File: src/rtl/irq_route_pkg.sv
package irq_route_pkg;
  localparam int NUM_SRC    = 112;
  localparam int NUM_CORE   = 2;
  localparam int DATA_W     = 16;
  localparam int ADDR_W     = 11;
  localparam int ROUTE_BASE = 'h80;
  localparam int CPUNUM_OFS = 'h4;

  // True when addr falls on a routing register of a table with nsrc entries.
  function automatic logic route_hit(input logic [ADDR_W-1:0] addr, input int nsrc);
    int a;
    a = int'(addr);
    return (addr[0] == 1'b0) && (a >= ROUTE_BASE) && (a < ROUTE_BASE + 2 * nsrc);
  endfunction

  // Source index of a routing register address (valid only when route_hit).
  function automatic int route_idx(input logic [ADDR_W-1:0] addr);
    return (int'(addr) - ROUTE_BASE) / 2;
  endfunction
endpackage

File: src/rtl/irq_route_bus.sv
module irq_route_bus
  import irq_route_pkg::*;
#(
  parameter int NSRC  = NUM_SRC,
  parameter int AW    = ADDR_W,
  parameter int IDX_W = $clog2(NSRC)
) (
  input  logic             req_valid,
  input  logic             req_we,
  input  logic             win_sel,
  input  logic [AW-1:0]    req_addr,
  output logic             wr_stb,
  output logic             rd_route,
  output logic             rd_cpunum,
  output logic [IDX_W-1:0] acc_idx
);
  logic hit;
  int   idx_i;

  always_comb begin
    hit       = !win_sel && route_hit(req_addr, NSRC);
    idx_i     = hit ? route_idx(req_addr) : 0;
    acc_idx   = IDX_W'(idx_i);
    wr_stb    = req_valid && req_we && hit;
    rd_route  = req_valid && !req_we && hit;
    rd_cpunum = req_valid && !req_we && win_sel && (int'(req_addr) == CPUNUM_OFS);
  end
endmodule

File: src/rtl/irq_route_regs.sv
module irq_route_regs #(
  parameter int NSRC  = 112,
  parameter int NCORE = 2,
  parameter int IDX_W = $clog2(NSRC)
) (
  input  logic                  clk,
  input  logic                  rst_n,
  input  logic                  wr_stb,
  input  logic [IDX_W-1:0]      acc_idx,
  input  logic [NCORE-1:0]      wr_bits,
  output logic [NCORE-1:0]      rd_bits,
  output logic [NCORE*NSRC-1:0] en_flat
);
  logic [NCORE-1:0] en_q [NSRC];

  always_ff @(posedge clk or negedge rst_n) begin
    if (!rst_n) begin
      for (int n = 0; n < NSRC; n++) en_q[n] <= '0;
    end else if (wr_stb) begin
      en_q[acc_idx] <= wr_bits;
    end
  end

  assign rd_bits = (int'(acc_idx) < NSRC) ? en_q[acc_idx] : '0;

  for (genvar k = 0; k < NCORE; k++) begin : g_core
    for (genvar n = 0; n < NSRC; n++) begin : g_src
      assign en_flat[k*NSRC+n] = en_q[n][k];
    end
  end
endmodule

File: src/rtl/irq_route_gate.sv
module irq_route_gate #(
  parameter int NSRC = 112
) (
  input  logic            clk,
  input  logic            rst_n,
  input  logic [NSRC-1:0] irq_in,
  input  logic [NSRC-1:0] en_col,
  output logic [NSRC-1:0] irq_out
);
  always_ff @(posedge clk or negedge rst_n) begin
    if (!rst_n) irq_out <= '0;
    else        irq_out <= irq_in & en_col;
  end
endmodule

File: src/rtl/irq_router_top.sv
module irq_router_top
  import irq_route_pkg::*;
#(
  parameter int NSRC  = NUM_SRC,
  parameter int NCORE = NUM_CORE,
  parameter int DW    = DATA_W,
  parameter int AW    = ADDR_W,
  parameter int MID_W = (NCORE > 1) ? $clog2(NCORE) : 1
) (
  input  logic            clk,
  input  logic            rst_n,
  input  logic            req_valid,
  output logic            req_ready,
  input  logic            req_we,
  input  logic            win_sel,
  input  logic [AW-1:0]   req_addr,
  input  logic [DW-1:0]   req_wdata,
  input  logic [MID_W-1:0] req_mid,
  output logic            rsp_valid,
  output logic [DW-1:0]   rsp_rdata,
  input  logic [NSRC-1:0] irq_in,
  output logic [NSRC-1:0] core0_irq,
  output logic [NSRC-1:0] core1_irq
);
  localparam int IDX_W = $clog2(NSRC);

  logic                  wr_stb, rd_route, rd_cpunum;
  logic [IDX_W-1:0]      acc_idx;
  logic [NCORE-1:0]      rd_bits;
  logic [NCORE*NSRC-1:0] en_flat;
  logic [NSRC-1:0]       core_irq [NCORE];

  assign req_ready = 1'b1;

  irq_route_bus #(.NSRC(NSRC), .AW(AW), .IDX_W(IDX_W)) u_bus (
    .req_valid(req_valid), .req_we(req_we), .win_sel(win_sel), .req_addr(req_addr),
    .wr_stb(wr_stb), .rd_route(rd_route), .rd_cpunum(rd_cpunum), .acc_idx(acc_idx)
  );

  irq_route_regs #(.NSRC(NSRC), .NCORE(NCORE), .IDX_W(IDX_W)) u_regs (
    .clk(clk), .rst_n(rst_n), .wr_stb(wr_stb), .acc_idx(acc_idx),
    .wr_bits(req_wdata[NCORE-1:0]), .rd_bits(rd_bits), .en_flat(en_flat)
  );

  for (genvar k = 0; k < NCORE; k++) begin : g_gate
    irq_route_gate #(.NSRC(NSRC)) u_gate (
      .clk(clk), .rst_n(rst_n), .irq_in(irq_in),
      .en_col(en_flat[k*NSRC +: NSRC]), .irq_out(core_irq[k])
    );
  end

  assign core0_irq = core_irq[0];
  assign core1_irq = core_irq[NCORE-1];

  always_ff @(posedge clk or negedge rst_n) begin
    if (!rst_n) begin
      rsp_valid <= 1'b0;
      rsp_rdata <= '0;
    end else begin
      rsp_valid <= req_valid && !req_we;
      if (rd_route)       rsp_rdata <= DW'(rd_bits);
      else if (rd_cpunum) rsp_rdata <= DW'(req_mid);
      else                rsp_rdata <= '0;
    end
  end
endmodule

File: config.mk
export PLATFORM = sky130hd
export DESIGN_NAME = irq_router_top
export DESIGN_NICKNAME = d
export VERILOG_FILES = /design/src/rtl/irq_route_pkg.sv /design/src/rtl/irq_route_bus.sv /design/src/rtl/irq_route_regs.sv /design/src/rtl/irq_route_gate.sv /design/src/rtl/irq_router_top.sv
export SDC_FILE = /design/constraint.sdc
export NUM_CORES = 1
export LEC_CHECK = 0
export CORE_MARGIN = 2
export CORE_UTILIZATION = 50
export CTS_CLUSTER_DIAMETER = 100
export DETAILED_ROUTE_END_ITERATION = 16
export PLACE_DENSITY = 0.88
export SLEW_MARGIN = 20
export SYNTH_ARGS = -nofsm -noshare
export SYNTH_HDL_FRONTEND = slang
export SYNTH_SLANG_ARGS = --single-unit
File: constraint.sdc
create_clock -name clk -period 2.4 [get_ports clk]
set_input_delay 0.48 -clock clk [delete_from_list [all_inputs] [get_ports clk]]
set_output_delay 0.48 -clock clk [all_outputs]
set_load 0.005 [all_outputs]
==> reports/qor.yml, run 1 <==
wirelength_mm: 64.3
drtIter0Drc: 1278
dp_cells: 2348
syn_area_sq_mm: 0.0184
grt_pass1_vias: 15110
area_growth_pct: 50.8
slowest_stage: "o41ai_4"
vias_per_cell: 5.84
grt_overflow: 0
cp-start-kind: "input port"
p_per_area_mw_per_mm2: 552
dieArea_sq_mm: 0.0383
numCtsBuffers: 45
utilization: 0.762
critPathCaptureType: "flop"
finalCriticalPeriod_ns: 2.80
yosysSeqAreaShare: 0.615
violations: "setup timing"
num_rows: 70
grt_pass1_wl_mm: 92.0
crit_arrival_ns: 3.31
ant_nets: 0
path_class: "in -> reg"
peakVddDrop_mv: 0.577
synth_ff_type: "dfrtp_1"
path_cells: "buf_8, or2_4, nor3_4, and2_4, ha_4, o21a_1, buf_4, o211a_1, nand2_2, buf_6, o22ai_1, nor2_1, a21oi_1, o41ai_4, and4b_1"
place.gp.congestion: 0.945
num_antenna_cells: 0
grt_use_total: 0.320
max_freq_mhz: 357
fin_setup_tns_ns: -44.06
io_buffers: 357
p_total_mw: 15.3
power_leakage_nw: 13.2
wire_per_inst_microns: 25.9
fin_cells: 2487
hpwl_mm: 41.6
route.detailed.drc: 0
final_nets: 2137
ctsRootBufferMaster: "clkbuf_16"
final_common_cell: "dfrtp_1"
maxSlewViolCount: 0
worstMarginPinSlew_ns: 0.913
crit_required_ns: 2.91
mostFrequentLayoutCells: "dfrtp_1, clkdlybuf4s50_1, and2_1, mux2_2, buf_4"
synth-edff-count: 0
setup_viol: 226
drive_gt1_frac: 0.376
status: "finished with violations"
slew_headroom: 0.391
yosys_register_bits: 451
fillers: 2020
crit_family: "simple AND/OR/NAND/NOR gates"
coreArea_sq_mm: 0.0363
hold_viol: 0
ys_async_sr_fraction: 1.00
chipWidth_microns: 196
grt_antenna_before_repair: 1
fin_ws_ns: -0.404
ys_types: 64
grt_max_degree: 113
drt_first_pass_iters: 5
crit_buf_inv: 3
cts_buffer_depth: 3
synth_cells: 1425
cts.clk_slew.worst_paths_ns: 0.07
start_util: 0.505
min_path_type: "in -> async"
maxCapViolations: 0
fin_worst_skew_ns: 0.0210
min_period_over_period: 1.17
ioPinCount: 387
max_stage_delay_ns: 0.47
cts_max_level: 2
crit_fanout: 7
synth-warning-count: 0
cts_tree: "yes"
cts.sinks: 451
die_h_microns: 196
dpl_worst_slack_ns: -1.75
syn_area_per_cell_sq_um: 12.9
rsz0062_at_grt: "true"
vias: 14528
clock_latency_ns: 0.57
-- registers in the layout, indices dropped and copies added, names as in the netlist --
signal and cells:
u_regs.en_flat 224, rsp_valid 1, rsp_rdata 2, g_gate.u_gate.irq_out 224
-- through the flow --
stage	hold WS (ns)	instance area, sq um
final	0.392	27700
after detailed placement	0.391	24200
after floorplan	0.184	18900
after global routing	0.421	27700
after CTS	0.381	26700
after global placement	0.384	24200
-- cell usage after synthesis (all sizes together), types with 3 or more instances --
master     n  area [sq um]
dfrtp    451         11300
mux2     242          2730
and2     228          1430
nand2     94           355
nor2      89           347
mux2i     49           490
o22ai     47           294
buf       39           250
clkbuf    37           141
o21ai     25           125
nor3      17           100
nand3     15          92.6
a21oi     13          68.8
or3        6          37.5
and3       4          25.0
o211ai     4          30.0
o32ai      4          35.0
xnor2      4          35.0
a2111oi    3          26.3
a31oi      3          18.8
inv        3          11.3
o221ai     3          26.3
xor2       3          26.3
-- worst paths after layout --
| path | endpoint | from | slack (ns) | cells after the start |
|---|---|---|---|---|
| worst max-delay path | rsp_rdata[1] | req_addr[7] | -0.40 | 15 |
| worst min-delay path | g_gate[1].u_gate.irq_out[12] | rst_n | 0.39 | 2 |
| worst max register to register | rsp_rdata[1] | u_regs.en_flat[212] | 0.46 | 8 |
| worst min register to register | g_gate[1].u_gate.irq_out[59] | u_regs.en_flat[171] | 0.51 | 1 |
| max in group asynchronous | g_gate[1].u_gate.irq_out[69] | rst_n | 1.20 | 4 |
| min in group clk | g_gate[0].u_gate.irq_out[44] | irq_in[44] | 0.48 | 2 |
-- power by group --
group	switching (mW)	total (mW)	internal, mW
sequential	0.00919	7.62	7.61
clock	2.89	6.74	3.85
combinational	0.502	0.919	0.417
total	3.40	15.3	11.9
-- worst reg2reg max path: stages, from the launching register on --
cell and delay (ns):
dfrtp_1 0.39, nor2b_1 0.13, a2111oi_0 0.44, o31a_1 0.21, a221oi_2 0.05, nor2_1 0.15
o2111ai_2 0.15, nand3_1 0.12, and4b_1 0.19
-- metal layers --
metal,GRT usage,wire length (microns)
met2,0.526,31500
met1,0.414,24100
met5,0,17
met3,0.0643,5510
met4,0.147,3190
-- area by class of cell --
class / instances / area [sq um] / share of cell area
clock buffer: 65 / 1260 / 0.0455
clock inverter: 11 / 115 / 0.00416
inverter: 3 / 11.3 / 0.000407
multi-input combinational: 909 / 8460 / 0.305
sequential: 451 / 11300 / 0.407
tap: 468 / 586 / 0.0211
timing repair buffer: 580 / 5980 / 0.216
-- timing repair --
item | 4_1_cts | 5_1_grt
hold buffers | 1 | 0
gates cloned | 6 | 1
endpoints found under the hold margin | 33 | 0
gates resized for setup | 221 | 180
endpoints found under the setup margin | 226 | 226
pin swaps | 45 | 63
buffers inserted | 19 | 41
-- kinds of logic after synthesis --
logic type      count (synthesis)  share of synthesized area
buf+inv                        79                     0.0219
flops                         451                      0.615
other cells                     2                   0.000409
mux                           293                      0.178
xor+xnor                        7                    0.00334
simple gates                  467                      0.136
compound gates                124                     0.0448
fa+ha+maj                       2                    0.00136
Power figures use the tool's default switching activity.
==> run 2, diff against run 1 <==
- CTS_CLUSTER_DIAMETER: 100 -> 60
- SKIP_CTS_REPAIR_TIMING: not set -> 1
==> reports/qor.yml, run 2 (same netlist as run 1, synthesis figures left out) <==
status: "finished with violations"  # unchanged
violations: "setup timing"  # unchanged
slew_headroom: 0.396  # was 0.391
cts.sinks: 451  # unchanged
worstMarginPinSlew_ns: 0.906  # was 0.913 ns
chipWidth_microns: 196  # unchanged
fin_setup_tns_ns: -43.96  # was -44.06 ns
drt_first_pass_iters: 6  # was 5
min_period_over_period: 1.17  # about the same
mostFrequentLayoutCells: "dfrtp_1, clkdlybuf4s50_1, mux2_2, and2_1, buf_4"  # was dfrtp_1, clkdlybuf4s50_1, and2_1, mux2_2, buf_4
dieArea_sq_mm: 0.0383  # unchanged
grt_overflow: 0  # unchanged
cts_buffer_depth: 3  # unchanged
final_nets: 2111  # was 2137
crit_arrival_ns: 3.29  # was 3.31 ns
path_cells: "buf_8, or2_4, nor3_4, and2_4, ha_4, o21a_1, o211ai_1, buf_4, buf_12, mux2i_1, o22ai_1, o21ai_0, a41oi_2, o31a_1"  # was buf_8, or2_4, nor3_4, and2_4, ha_4, o21a_1, buf_4, o211a_1, nand2_2, buf_6, o22ai_1, nor2_1, a21oi_1, o41ai_4, and4b_1
min_path_type: "in -> async"  # unchanged
power_leakage_nw: 12.9  # was 13.2 nW
critPathCaptureType: "flop"  # unchanged
grt_max_degree: 113  # unchanged
dpl_worst_slack_ns: -1.75  # unchanged
area_growth_pct: 46.2  # was 50.8%
dp_cells: 2348  # unchanged
wire_per_inst_microns: 24.3  # was 25.9 microns
max_stage_delay_ns: 0.34  # was 0.47 ns
fin_ws_ns: -0.420  # was -0.404 ns
die_h_microns: 196  # unchanged
maxSlewViolCount: 0  # unchanged
crit_required_ns: 2.87  # was 2.91 ns
drtIter0Drc: 1204  # was 1278
hold_viol: 0  # unchanged
numCtsBuffers: 46  # was 45
path_class: "in -> reg"  # unchanged
ant_nets: 0  # unchanged
grt_antenna_before_repair: 2  # was 1
crit_fanout: 9  # was 7
setup_viol: 226  # unchanged
num_rows: 70  # unchanged
route.detailed.drc: 0  # unchanged
placed_area_sq_mm: 0.0242  # unchanged
p_total_mw: 15.6  # was 15.3 mW
place.gp.congestion: 0.945  # unchanged
cts.clk_slew.worst_paths_ns: 0.07  # about the same
slowest_stage: "mux2i_1"  # was o41ai_4
rsz0062_at_grt: "true"  # unchanged
multiInputGateArea_sq_mm: 0.00785  # was 0.00846 sq mm
peakVddDrop_mv: 0.572  # was 0.577 mV
wirelength_mm: 60.0  # was 64.3 mm
ctsRootBufferMaster: "clkbuf_16"  # unchanged
max_freq_mhz: 355  # was 357 MHz
drive_gt1_frac: 0.346  # was 0.376
p_per_area_mw_per_mm2: 580  # was 552 mW/mm^2
final_area_sq_mm: 0.0268  # was 0.0277 sq mm
num_antenna_cells: 0  # unchanged
maxCapViolations: 0  # unchanged
coreArea_sq_mm: 0.0363  # unchanged
start_util: 0.505  # unchanged
fillers: 2197  # was 2020
ff_latch_area_sq_mm: 0.0113  # unchanged
grt_pass1_wl_mm: 87.7  # was 92.0 mm
vias: 14077  # was 14.5k
finalCriticalPeriod_ns: 2.82  # was 2.80 ns
utilization: 0.738  # was 0.762
io_buffers: 357  # unchanged
grt_use_total: 0.304  # was 0.320
grt_pass1_vias: 14733  # was 15.1k
fin_worst_skew_ns: 0.0182  # was 0.0210 ns
cp-start-kind: "input port"  # unchanged
holdWs_ns: 0.380  # was 0.392 ns
vias_per_cell: 5.71  # was 5.84
hpwl_mm: 41.6  # unchanged
cts_max_level: 2  # unchanged
fin_cells: 2465  # was 2487
ioPinCount: 387  # unchanged
clock_latency_ns: 0.58  # was 0.57 ns
final_common_cell: "dfrtp_1"  # unchanged
cts_tree: "yes"  # unchanged
-- run 2: cell types whose count changed in the layout (fill, tap and decap cells not counted), sizes merged --
cell	delta
buf	-32
clkinv	+2
clkinvlp	-1
clkdlybuf4s50	+2
dlymetal6s2s	+2
dlygate4sd2	-3
inv	+1
clkbuf	+7
-- run 2: per-layer routing --
metal / share of wire / track usage / wire (microns) / vias to the layer above
met5: 0.00038 / 0 / 23 / -
met3: 0.081 / 0.0605 / 4860 / 185
met1: 0.39 / 0.395 / 23100 / 7109
li1: - / - / - / 5999
met2: 0.49 / 0.505 / 29400 / 780
met4: 0.043 / 0.129 / 2580 / 4
-- run 2: final timing paths --
path / startpoint / end / slack, ns / cells after the start
worst max register to register: u_regs.en_flat[212] / rsp_rdata[1] / 0.45 / 8
worst min register to register: u_regs.en_flat[171] / g_gate[1].u_gate.irq_out[59] / 0.51 / 1
max in group asynchronous: rst_n / g_gate[0].u_gate.irq_out[110] / 1.20 / 3
worst max-delay path: req_addr[7] / rsp_rdata[0] / -0.42 / 14
min in group clk: irq_in[24] / g_gate[0].u_gate.irq_out[24] / 0.47 / 2
worst min-delay path: rst_n / u_regs.en_flat[12] / 0.38 / 2
-- run 2: cell type report --
type	instances	area share
sequential	451	0.420
multi-input combinational	909	0.292
timing repair buffer	553	0.209
clock buffer	68	0.0506
tap	468	0.0218
clock inverter	13	0.00494
inverter	3	0.000420
-- run 2: power by group --
part           switching (mW)  leakage [nW]  internal (mW)
registers             0.00919          6.30           7.62
clock network            2.93         0.736           4.14
logic                   0.474          5.87          0.401
-- run 2: worst max-delay path: cells and delay by family --
family,cells,cell delay (ns)
muxes,1,0.34
and+or+nand+nor,3,0.57
adders and majority gates,1,0.20
AOI/OAI and AO/OA,6,1.21
buffers and inverters,3,0.50
